<file path="src/rtl/mpic_pkg.sv">
package mpic_pkg;

    localparam int unsigned ID_W    = 10;
    localparam logic [ID_W-1:0] NONE_ID = 10'd1023;

    localparam logic [11:0] OFS_CTRL    = 12'h000;
    localparam logic [11:0] OFS_EN_SET  = 12'h030;
    localparam logic [11:0] OFS_EN_CLR  = 12'h034;
    localparam logic [11:0] OFS_ACK     = 12'h044;
    localparam logic [11:0] OFS_MSK_SET = 12'h048;
    localparam logic [11:0] OFS_MSK_CLR = 12'h04C;
    localparam logic [11:0] OFS_ROUTE   = 12'h100;

    typedef enum logic [2:0] {
        OP_NONE,
        OP_EN_SET,
        OP_EN_CLR,
        OP_MSK_SET,
        OP_MSK_CLR,
        OP_ROUTE_WR
    } reg_op_e;

    typedef struct packed {
        reg_op_e         op;
        logic [ID_W-1:0] idx;
        logic [31:0]     data;
    } bus_cmd_t;

    function automatic logic is_route_addr(input logic [11:0] a);
        return (a >= OFS_ROUTE) && (a[1:0] == 2'b00);
    endfunction

    function automatic logic [ID_W-1:0] route_index(input logic [11:0] a);
        logic [11:0] d;
        d = a - OFS_ROUTE;
        return d[11:2];
    endfunction

    function automatic bus_cmd_t decode_cmd(input logic wr, input logic loc,
                                            input logic [11:0] a,
                                            input logic [31:0] wd);
        bus_cmd_t c;
        c.op   = OP_NONE;
        c.idx  = wd[ID_W-1:0];
        c.data = wd;
        if (wr) begin
            if (loc) begin
                if (a == OFS_MSK_SET)      c.op = OP_MSK_SET;
                else if (a == OFS_MSK_CLR) c.op = OP_MSK_CLR;
            end else begin
                if (a == OFS_EN_SET)       c.op = OP_EN_SET;
                else if (a == OFS_EN_CLR)  c.op = OP_EN_CLR;
                else if (is_route_addr(a)) begin
                    c.op  = OP_ROUTE_WR;
                    c.idx = route_index(a);
                end
            end
        end
        return c;
    endfunction

endpackage

</file>
<file path="src/rtl/mpic_state.sv">
module mpic_state
    import mpic_pkg::*;
#(
    parameter int unsigned NUM_CPU  = 4,
    parameter int unsigned NUM_SRC  = 64,
    parameter int unsigned PRIV_MAX = 28,
    localparam int unsigned CPU_W   = (NUM_CPU > 1) ? $clog2(NUM_CPU) : 1,
    localparam int unsigned SRC_W   = $clog2(NUM_SRC),
    localparam int unsigned PRIV_W  = $clog2(PRIV_MAX + 1)
) (
    input  logic                              clk,
    input  logic                              rst,
    input  bus_cmd_t                          cmd,
    input  logic [CPU_W-1:0]                  cpu_sel,
    output logic [NUM_SRC-1:0]                en,
    output logic [NUM_CPU-1:0][PRIV_MAX:0]    msk,
    output logic [NUM_SRC-1:0][NUM_CPU-1:0]   route
);

    localparam logic [ID_W-1:0] SRC_LIM  = ID_W'(NUM_SRC);
    localparam logic [ID_W-1:0] PRIV_LIM = ID_W'(PRIV_MAX);

    logic src_ok, priv_ok, cpu_ok;
    assign src_ok  = cmd.idx < SRC_LIM;
    assign priv_ok = cmd.idx <= PRIV_LIM;
    assign cpu_ok  = 32'(cpu_sel) < NUM_CPU;

    always_ff @(posedge clk) begin
        if (rst) begin
            en    <= '0;
            msk   <= '1;
            route <= '0;
        end else begin
            case (cmd.op)
                OP_EN_SET:   if (src_ok) en[cmd.idx[SRC_W-1:0]] <= 1'b1;
                OP_EN_CLR:   if (src_ok) en[cmd.idx[SRC_W-1:0]] <= 1'b0;
                OP_MSK_SET:  if (priv_ok && cpu_ok)
                                 msk[cpu_sel][cmd.idx[PRIV_W-1:0]] <= 1'b1;
                OP_MSK_CLR:  if (priv_ok && cpu_ok)
                                 msk[cpu_sel][cmd.idx[PRIV_W-1:0]] <= 1'b0;
                OP_ROUTE_WR: if (src_ok)
                                 route[cmd.idx[SRC_W-1:0]] <= cmd.data[NUM_CPU-1:0];
                default: ;
            endcase
        end
    end

    assert_en_set_R2: assert property (@(posedge clk) disable iff (rst)
        (cmd.op == OP_EN_SET && src_ok) |=> en[$past(cmd.idx[SRC_W-1:0])]);

    assert_en_clr_R2: assert property (@(posedge clk) disable iff (rst)
        (cmd.op == OP_EN_CLR && src_ok) |=> !en[$past(cmd.idx[SRC_W-1:0])]);

    assert_en_bad_idx_R2: assert property (@(posedge clk) disable iff (rst)
        ((cmd.op == OP_EN_SET || cmd.op == OP_EN_CLR) && !src_ok) |=> $stable(en));

    assert_msk_set_R3: assert property (@(posedge clk) disable iff (rst)
        (cmd.op == OP_MSK_SET && priv_ok && cpu_ok)
        |=> msk[$past(cpu_sel)][$past(cmd.idx[PRIV_W-1:0])]);

    assert_msk_bad_idx_R3: assert property (@(posedge clk) disable iff (rst)
        ((cmd.op == OP_MSK_SET || cmd.op == OP_MSK_CLR) && !priv_ok) |=> $stable(msk));

endmodule

</file>
<file path="src/rtl/mpic_pick.sv">
module mpic_pick
    import mpic_pkg::*;
#(
    parameter int unsigned NUM_CPU  = 4,
    parameter int unsigned NUM_SRC  = 64,
    parameter int unsigned PRIV_MAX = 28
) (
    input  logic                              clk,
    input  logic                              rst,
    input  logic [NUM_SRC-1:0]                src_i,
    input  logic [NUM_CPU-1:0]                dbell_i,
    input  logic [NUM_SRC-1:0]                en,
    input  logic [NUM_CPU-1:0][PRIV_MAX:0]    msk,
    input  logic [NUM_SRC-1:0][NUM_CPU-1:0]   route,
    output logic [ID_W-1:0]                   ack_id [NUM_CPU],
    output logic [NUM_CPU-1:0]                irq_o
);

    logic [NUM_CPU-1:0][NUM_SRC-1:0] dlv;

    for (genvar c = 0; c < NUM_CPU; c++) begin : g_cpu
        for (genvar n = 0; n < NUM_SRC; n++) begin : g_src
            if (n == 0) begin : g_bell
                assign dlv[c][n] = dbell_i[c] & ~msk[c][0];
            end else if (n <= PRIV_MAX) begin : g_priv
                assign dlv[c][n] = src_i[n] & en[n] & ~msk[c][n];
            end else begin : g_shared
                assign dlv[c][n] = src_i[n] & en[n] & route[n][c];
            end
        end

        always_comb begin
            ack_id[c] = NONE_ID;
            for (int n = NUM_SRC - 1; n >= 0; n--) begin
                if (dlv[c][n]) ack_id[c] = ID_W'(n);
            end
        end

        assign irq_o[c] = |dlv[c];

        assert_irq_ack_R10: assert property (@(posedge clk) disable iff (rst)
            irq_o[c] == (ack_id[c] != NONE_ID));

        assert_ack_range_R8: assert property (@(posedge clk) disable iff (rst)
            (ack_id[c] < ID_W'(NUM_SRC)) || (ack_id[c] == NONE_ID));

        assert_bell_first_R9: assert property (@(posedge clk) disable iff (rst)
            (dbell_i[c] && !msk[c][0]) |-> (ack_id[c] == '0));
    end

endmodule

</file>
<file path="src/rtl/mpic_router.sv">
module mpic_router
    import mpic_pkg::*;
#(
    parameter int unsigned NUM_CPU  = 4,
    parameter int unsigned NUM_SRC  = 64,
    parameter int unsigned PRIV_MAX = 28,
    localparam int unsigned CPU_W   = (NUM_CPU > 1) ? $clog2(NUM_CPU) : 1,
    localparam int unsigned SRC_W   = $clog2(NUM_SRC)
) (
    input  logic               clk,
    input  logic               rst,
    input  logic [NUM_SRC-1:0] src_i,
    input  logic [NUM_CPU-1:0] dbell_i,
    input  logic [CPU_W-1:0]   bus_cpu,
    input  logic               bus_local,
    input  logic               bus_wr,
    input  logic               bus_rd,
    input  logic [11:0]        bus_addr,
    input  logic [31:0]        bus_wdata,
    output logic [31:0]        bus_rdata,
    output logic [NUM_CPU-1:0] irq_o
);

    localparam logic [31:0] CTRL_WORD = 32'(NUM_SRC) << 2;

    bus_cmd_t                            cmd;
    logic [NUM_SRC-1:0]                  en;
    logic [NUM_CPU-1:0][PRIV_MAX:0]      msk;
    logic [NUM_SRC-1:0][NUM_CPU-1:0]     route;
    logic [ID_W-1:0]                     ack_id [NUM_CPU];
    logic [31:0]                         rd_mux;
    logic [ID_W-1:0]                     rt_idx;

    assign cmd = decode_cmd(bus_wr, bus_local, bus_addr, bus_wdata);

    mpic_state #(
        .NUM_CPU (NUM_CPU),
        .NUM_SRC (NUM_SRC),
        .PRIV_MAX(PRIV_MAX)
    ) state_i (
        .clk    (clk),
        .rst    (rst),
        .cmd    (cmd),
        .cpu_sel(bus_cpu),
        .en     (en),
        .msk    (msk),
        .route  (route)
    );

    mpic_pick #(
        .NUM_CPU (NUM_CPU),
        .NUM_SRC (NUM_SRC),
        .PRIV_MAX(PRIV_MAX)
    ) pick_i (
        .clk    (clk),
        .rst    (rst),
        .src_i  (src_i),
        .dbell_i(dbell_i),
        .en     (en),
        .msk    (msk),
        .route  (route),
        .ack_id (ack_id),
        .irq_o  (irq_o)
    );

    assign rt_idx = route_index(bus_addr);

    always_comb begin
        rd_mux = '0;
        if (bus_local) begin
            if (bus_addr == OFS_ACK && 32'(bus_cpu) < NUM_CPU)
                rd_mux = {{(32-ID_W){1'b0}}, ack_id[bus_cpu]};
        end else begin
            if (bus_addr == OFS_CTRL)
                rd_mux = CTRL_WORD;
            else if (is_route_addr(bus_addr) && rt_idx < ID_W'(NUM_SRC))
                rd_mux = 32'(route[rt_idx[SRC_W-1:0]]);
        end
    end

    always_ff @(posedge clk) begin
        if (rst)         bus_rdata <= '0;
        else if (bus_rd) bus_rdata <= rd_mux;
    end

    assert_ctrl_word_R5: assert property (@(posedge clk) disable iff (rst)
        (bus_rd && !bus_local && bus_addr == OFS_CTRL)
        |=> (bus_rdata[11:2] == 10'(NUM_SRC) && bus_rdata[31:12] == '0
             && bus_rdata[1:0] == '0));

    assert_ack_quiet_R11: assert property (@(posedge clk) disable iff (rst)
        (bus_rd && !bus_wr && bus_local && bus_addr == OFS_ACK)
        |=> ($stable(en) && $stable(msk) && $stable(route)));

    assert_ack_upper_R8: assert property (@(posedge clk) disable iff (rst)
        (bus_rd && bus_local && bus_addr == OFS_ACK) |=> (bus_rdata[31:10] == '0));

endmodule

</file>
<file path="config.mk">
export PLATFORM = sky130hd
export DESIGN_NAME = mpic_router
export DESIGN_NICKNAME = d
export VERILOG_FILES = /design/src/rtl/mpic_pkg.sv /design/src/rtl/mpic_state.sv /design/src/rtl/mpic_pick.sv /design/src/rtl/mpic_router.sv
export SDC_FILE = /design/constraint.sdc
export NUM_CORES = 1
export LEC_CHECK = 0
export ABC_AREA = 1
export BUFFER_PORTS_ARGS = -buffer_cell sky130_fd_sc_hd__buf_2
export CAP_MARGIN = 20
export CORE_ASPECT_RATIO = 0.6
export CORE_MARGIN = 3
export CORE_UTILIZATION = 28
export CTS_CLUSTER_SIZE = 30
export DETAILED_ROUTE_END_ITERATION = 12
export GPL_ROUTABILITY_DRIVEN = 0
export PLACE_DENSITY = 0.47
export SETUP_SLACK_MARGIN = 0.1
export SYNTH_ARGS = -nofsm -noshare
export SYNTH_HDL_FRONTEND = slang
export SYNTH_HIERARCHICAL = 1
export SYNTH_SLANG_ARGS = --single-unit
</file>
<file path="constraint.sdc">
create_clock -name clk -period 12.55 [get_ports clk]
set_clock_uncertainty 0.15 [all_clocks]
set_input_delay 2.51 -clock clk [delete_from_list [all_inputs] [get_ports clk]]
set_output_delay 2.51 -clock clk [all_outputs]
set_load 0.005 [all_outputs]
</file>
Word level (Yosys, flattened, before mapping):

Index checks and enable logic that the tools add are counted.

* eq/ne operators: 14
* add/subtract/negate cells: 1
* bitwise gates (word level): 442
* order comparisons: 12
* reduce and logical (&&, ||, !) cells: 16
* muxes and demuxes: 290

Operators with widths (count)
* $mux 10: 262
* $and 1x1->1: 319
* $bwmux 256: 1
* $reduce_or 64->1: 4
* $mux 116: 2
* $pmux 116 s2: 1
* $mux 64: 2
* $pmux 64 s2: 1
* $and 116x116->116: 1
* $not 1->1: 116
* $not 116->116: 1
* $or 116x116->116: 1
* $and 64x64->64: 1
* $not 64->64: 1
* $or 64x64->64: 1
* $demux 29 s2: 1
* $eq 12x7->1 const B: 3
* $mux 32: 1
* $mux 29: 1
* $mux 13: 2
* $bmux 4 s6: 1
* $demux 4 s6: 1
* $eq 12x6->1 const B: 2
* $bmux 10 s2: 1
* other kinds (28): 48

* output and inout bits: 36
* register bits: 468
* input port bits: 119

Logic depth before layout (Yosys ltp):

Gate-level depths: netlist of the first run.

* depth in word-level cells: 71
* mapped depth: 67
* mapped depth without buffers: 67

Cells and area by module:

Netlist of the first run, hierarchy kept.

By module, submodules not included
* mpic_state: area an instance 18770.5 µm², cells each 2691, instances 1
* mpic_pick: area an instance 4788.3 µm², cells each 1081, instances 1
* mpic_router: area an instance 4264.1 µm², cells each 986, instances 1

Least setup slack after synthesis of the first run:

Ideal clock, no wire load.

* path kind: input -> output
* start: input port src_i[28]
* end: output port irq_o[0]
* data required time: 9.890 ns
* data arrival time: 3.644 ns
* path buffers: 0
* path slack: 6.246 ns
* stages on the path: 10
* cells stage by stage: nand2_1 -> nor2_1 -> bufinv_8 -> nand2_1 -> nor2_1 -> nand3_1 -> inv_1 -> nand2_1 -> nor3_1 -> inv_1

* word-level cells in the longest chain between the ends: 3

RTL lines
* start: declaration: line mpic_router.sv:12 `input logic [NUM_SRC-1:0] src_i,`
* $and 1x1->1 (2 in series): line mpic_pick.sv:26 `assign dlv[c][n] = src_i[n] & en[n] & ~msk[c][n];`
* $reduce_or 64->1: line mpic_pick.sv:39 `assign irq_o[c] = |dlv[c];`
* end: declaration: line mpic_router.sv:21 `output logic [NUM_CPU-1:0] irq_o`

Every way passes these cells.

Worst setup path in the final report of the first run:

* start: input port src_i[24]
* end: output port irq_o[1]

The elaborated chain is that of the path after synthesis.

==> impl_results.md, run 1 <==
- Critical path startpoint category: input pin
- Multi-input logic area: 16000 um^2
- Worst-Margin Slew: 1160 ps
- First-pass GRT wire length: 172000 um
- Routed Antenna Nets: 0
- Fraction of layout cells with a size suffix above 1: 0.0754
- Fin Setup TNS: 0 ps
- Initial antenna violation count: 7
- Internal Power: 2.31 mW
- Skew-Pair Late Insertion Delay: 630 ps
- Final Core Density: 0.315
- Die height: 250 um
- Placeable Area: 97200 um^2
- Peak VDD IR: 0.0798 mV
- Fin. max-slew vios: 0
- Largest net degree at the start of global routing: 233
- # fillers: 11000
- Placed cell count: 5926
- Fmax: 0.127 GHz
- PD cells: 106 nW/um^2
- Hold Crit Depth: 2
- TritonCTS Buffers: 50
- RSZ-0062 raised after global routing: no
- CTS tree: built
- FF-to-FF path depth: 67
- Clk sinks: 445
- Fin nets: 4798
- Fin. Hold Viols: 0
- IO buf count: 109
- Final std cells w/o fill: 6018
- Routed wire length: 119000 um
- Sw frac: 0.286
- Slew Limit Headroom: 0.222
- Router iterations before antenna repair: 6
- Tcrit/Tclk final: 0.625
- Clock network power share: 0.463
- Drt wl/cell: 19.7 um
- CTS root buf: clkbuf_16
- Reg power frac: 0.437
- Hold Path Class: reg2reg
- Initial Util: 0.286
- Mapped cell area: 27800 um^2
- Synth Instances: 4753
- Min cycle time layout: 7840 ps
- Overall Global Routing Usage: 0.221
- CP Max Fanout: 5
- H-tree depth: 2
- Post-CTS Resized: 0
- IO Count: 155
- P&R area growth vs syn: 10.2%
- Final HPWL DP: 81100 um
- CTS max path bufs: 3
- Leakage: 13.2 nW
- Remaining DRCs: 0
- Drt via density: 4.97
- Finish-stage setup viols: 0
- Avg Cell Area, Syn: 5.85 um^2
- Hold buffers post-CTS: 0
- Status: finished, final reports clean
- Max cap viols: 0
- Die width: 413 um
- Reg clk slew, reported paths: 60 ps
- 1st-iter DRT viols: 3525
- Combinational power share: 0.099
- Yosys warning count: 6
- Remaining global-route overflow: 0
- Total number of vias: 29900
- Setup CP Type: in2out
- Vias in the first global route: 25700
- Switching power: 0.924 mW
- DIE AREA: 103000 um^2
- Total power: 3.23 mW
- Setup bufs post-CTS: 0
- Crit end category: primary output
- Critical Path RT: 9890 ps
- Row cnt: 88
- CP Data Arrival Time: 5180 ps
- Register area: 8910 um^2
-- critical path, cell delays in order --
cell and delay [ps]:
buf_2 90, nand2_1 120, nor2_1 80, nor2_1 190, nand2_1 130, nor3_1 820, nand2_1 320, nor3_1 660
inv_1 90, buf_2 150
-- cell type report --
cell class	instances	share of cell area
timing repair buffer	140	0.0268
tap	1305	0.0533
clock inverter	18	0.00474
multi-input combinational	3702	0.523
clock buffer	69	0.0478
sequential	445	0.291
inverter	336	0.0527
antenna	3	0.000245
-- worst paths after layout --
path / to / start / slack, ps
max: irq_o[1] / src_i[24] / 4710
min: flop / flop / 310
max reg2reg: bus_rdata[0] / flop / 7040
min reg2reg: flop / flop / 310
-- stage by stage --
stage	area (um^2)	setup WS (ps)	hold WS, ps
2_1_floorplan	27900	6250	279
3_3_place_gp	29000	4720	292
3_5_place_dp	29000	4730	294
4_1_cts	30600	4730	310
5_1_grt	30600	4720	325
6_report	30600	4710	308
-- layout by cell type, fill, tap and decap left out, types with 26 or more instances in the layout --
master and count:
nand2_1 1468, nor2_1 878, nand3_1 690, dfxtp_1 445
a21oi_1 334, inv_1 299, buf_2 109, nand4_1 69
nor2_2 65, clkbuf_16 51, o21ai_0 44, buf_4 26
-- routing by layer --
metal,vias to the layer above,share of wire,wire length [um],GRT usage
met5,-,0.000093,11,0
met4,2,0.021,2500,0.0491
met3,125,0.089,10600,0.0491
met2,1070,0.38,45100,0.290
met1,13700,0.51,60400,0.353
li1,15000,-,-,-
-- power groups by stage --
stage | combinational, mW | sequential, mW | clock [mW]
finish | 0.322 | 1.41 | 1.50
global route | 0.345 | 1.41 | 1.59
CTS | 0.315 | 1.41 | 1.53
detailed placement | 0.314 | 1.45 | 0
global placement | 0.313 | 1.45 | 0
floorplan | 0.182 | 1.45 | 0
Note: power is estimated with default switching activity, not from simulation.
==> inputs of run 2 (changes only) <==
Clock period 12.55 ns to 7.29 ns, I/O delays scaled along.
==> run 2 against run 1 <==
  * Clock-buffer cell count decreased by 8
  * Routed wire length about the same
  * Utilization increased by 0.40 points
  * Sequential power grew 72%
  * Non-clock buffer count grew 8
  * Critical path depth rose by 3
  * Via count increased by 0.68%
  * Clock power up 97%
  * Sequential share of layout area down 0.37 points
  * Setup slack worse by 3200 ps
  * Die area stayed put
  * Cell area grew 1.3%
  * Critical path type is now in2reg
  * Largest cell class unchanged
==> impl_results.md, run 2 (synthesis results as in run 1) <==
- Status: finished, final reports clean (unchanged)
- Total number of vias: 30100 (was 29900)
- Final std cells w/o fill: 6030 (was 6018)
- Tcrit/Tclk final: 0.794
- Remaining global-route overflow: 0 (unchanged)
- FF-to-FF path depth: 66 (was 67)
- M1 WL: 60300 um (was 60400 um)
- IO Count: 155 (unchanged)
- CP bufs+invs: 3 (unchanged)
- Routed length on met2: 45600 um (was 45100 um)
- Max Used Layer: met5 (unchanged)
- Initial antenna violation count: 5 (was 7)
- Fmax: 0.173 GHz
- Fin Setup TNS: 0 ps (unchanged)
- Routed wire length: 119000 um (about the same)
- Vias in the first global route: 25900 (was 25700)
- Peak VDD IR: 0.135 mV (was 0.0798 mV)
- Slew Limit Headroom: 0.210 (was 0.222)
- Leakage: 13.3 nW (was 13.2 nW)
- Critical Path RT: 7600 ps (was 9890 ps)
- Worst-Margin Slew: 1180 ps (was 1160 ps)
- P&R area growth vs syn: 11.6% (was 10.2%)
- Commonest non-fill, non-tap cell in the layout: nand2_1 (unchanged)
- Hold Path Class: reg2reg (unchanged)
- Fin. max-slew vios: 0 (unchanged)
- Row cnt: 88 (unchanged)
- Remaining DRCs: 0 (unchanged)
- Placed cell count: 5935 (was 5926)
- Fin nets: 4806 (was 4798)
- Top Family by Delay on Critical Path: simple AND/OR/NAND/NOR gates (unchanged)
- Routed wl met3: 10200 um (was 10600 um)
- Hold buffers post-CTS: 0 (unchanged)
- Most frequent cells in the layout: nand2_1, nor2_1, nand3_1 (unchanged)
- Skew-Pair Late Insertion Delay: 640 ps (was 630 ps)
- Largest net degree at the start of global routing: 221 (was 233)
- Drt via density: 5.00 (was 4.97)
- Clk sinks: 445 (unchanged)
- Stages on worst setup path: 13 (was 10)
- Overall Global Routing Usage: 0.222 (was 0.221)
- CP cell instances: buf_2 > buf_4 > nor2_1 > a31oi_1 > nand4_1 > o21ai_1 > clkinv_1 > nor2_1 > nand2_1 > nor2_1 > nand2_1 > nand2_1 > nand3_1 (was buf_2 > nand2_1 > nor2_1 > nor2_1 > nand2_1 > nor3_1 > nand2_1 > nor3_1 > inv_1 > buf_2)
- Setup CP Type: in2reg (was in2out)
- RSZ-0062 raised after global routing: no (unchanged)
- Finish-stage setup viols: 0 (unchanged)
- Max cap viols: 0 (unchanged)
- H-tree depth: 2 (unchanged)
- Post-CTS Resized: 0 (unchanged)
- Die height: 250 um (unchanged)
- Hold Crit Depth: 2 (unchanged)
- Flop2flop setup slack: 2110 ps (was 7040 ps)
- Setup bufs post-CTS: 0 (unchanged)
- Final HPWL DP: 82600 um (was 81100 um)
- Reg clk slew, reported paths: 60 ps (about the same)
- Crit end category: flop (was primary output)
- Fraction of layout cells with a size suffix above 1: 0.0786 (was 0.0754)
- CTS root buf: clkbuf_16 (unchanged)
- Critical path startpoint category: input pin (unchanged)
- Reg2reg end: bus_rdata[0] (unchanged)
- Worst path slowest cell: buf_4 (was nor3_1)
- Placeable Area: 97200 um^2 (unchanged)
- Min cycle time layout: 5790 ps
- CP Max Fanout: 58 (was 5)
- Drt wl/cell: 19.7 um (about the same)
- Router iterations before antenna repair: 6 (unchanged)
- Routed Antenna Nets: 0 (unchanged)
- CP peak stage delay: 720 ps (was 820 ps)
- PD cells: 191 nW/um^2 (was 106 nW/um^2)
- CP Data Arrival Time: 6090 ps (was 5180 ps)
- 1st-iter DRT viols: 3850 (was 3525)
- TritonCTS Buffers: 50 (unchanged)
- CTS max path bufs: 3 (unchanged)
- DIE AREA: 103000 um^2 (unchanged)
- IO buf count: 109 (unchanged)
- Fin. Hold Viols: 0 (unchanged)
- Initial Util: 0.286 (unchanged)
- Die width: 413 um (unchanged)
- First-pass GRT wire length: 174000 um (was 172000 um)
- CTS tree: built (unchanged)
==> run 2: layout make-up <==
type	count	area, um^2
Antenna cell	2	5.00
Clock buffer	61	1370
Clock inverter	31	484
Fill cell	10900	66200
Inverter	336	1610
Multi-Input combinational cell	3702	16000
Sequential cell	445	8910
Tap cell	1305	1630
Timing Repair Buffer	148	963
==> run 2: layer usage <==
layer,vias up,global-route usage
met5,-,0.0103
li1,15000,-
met4,8,0.0471
met3,119,0.0450
met2,1080,0.295
met1,13900,0.355
==> run 2: report_power, final <==
part,switching (mW),total (mW),internal (mW)
logic,0.439,0.553,0.114
clock network,1.21,2.95,1.74
registers,0.000920,2.43,2.43
total,1.65,5.94,4.29
==> run 2: worst register-to-register path, delay by kind of cell (launching register included) <==
| kind | cells | cell delay [ps] |
|---|---|---|
| flops | 1 | 440 |
| compound gates | 4 | 610 |
| simple gates | 62 | 3860 |
==> run 2: through the flow <==
step	power [mW]	cell area [um^2]	hold slack (ps)	utilization	worst slack (ps)
floorplan	2.80	27900	279	-	2360
global placement	3.03	29100	291	0.300	998
detailed placement	3.03	29100	295	0.300	1010
CTS	5.99	31000	312	0.319	1600
global route	6.13	31000	330	0.319	897
finish	5.94	31000	309	0.319	1500
==> run 2: worst max-delay path by stage <==
stage,from,endpoint,slack [ps]
6_report,bus_addr[2],flop,1500
5_1_grt,src_i[62],bus_rdata[0],900
4_1_cts,src_i[26],irq_o[3],1600
3_5_place_dp,src_i[62],bus_rdata[0],1010
3_3_place_gp,src_i[62],bus_rdata[0],1000
2_1_floorplan,src_i[62],bus_rdata[0],2360
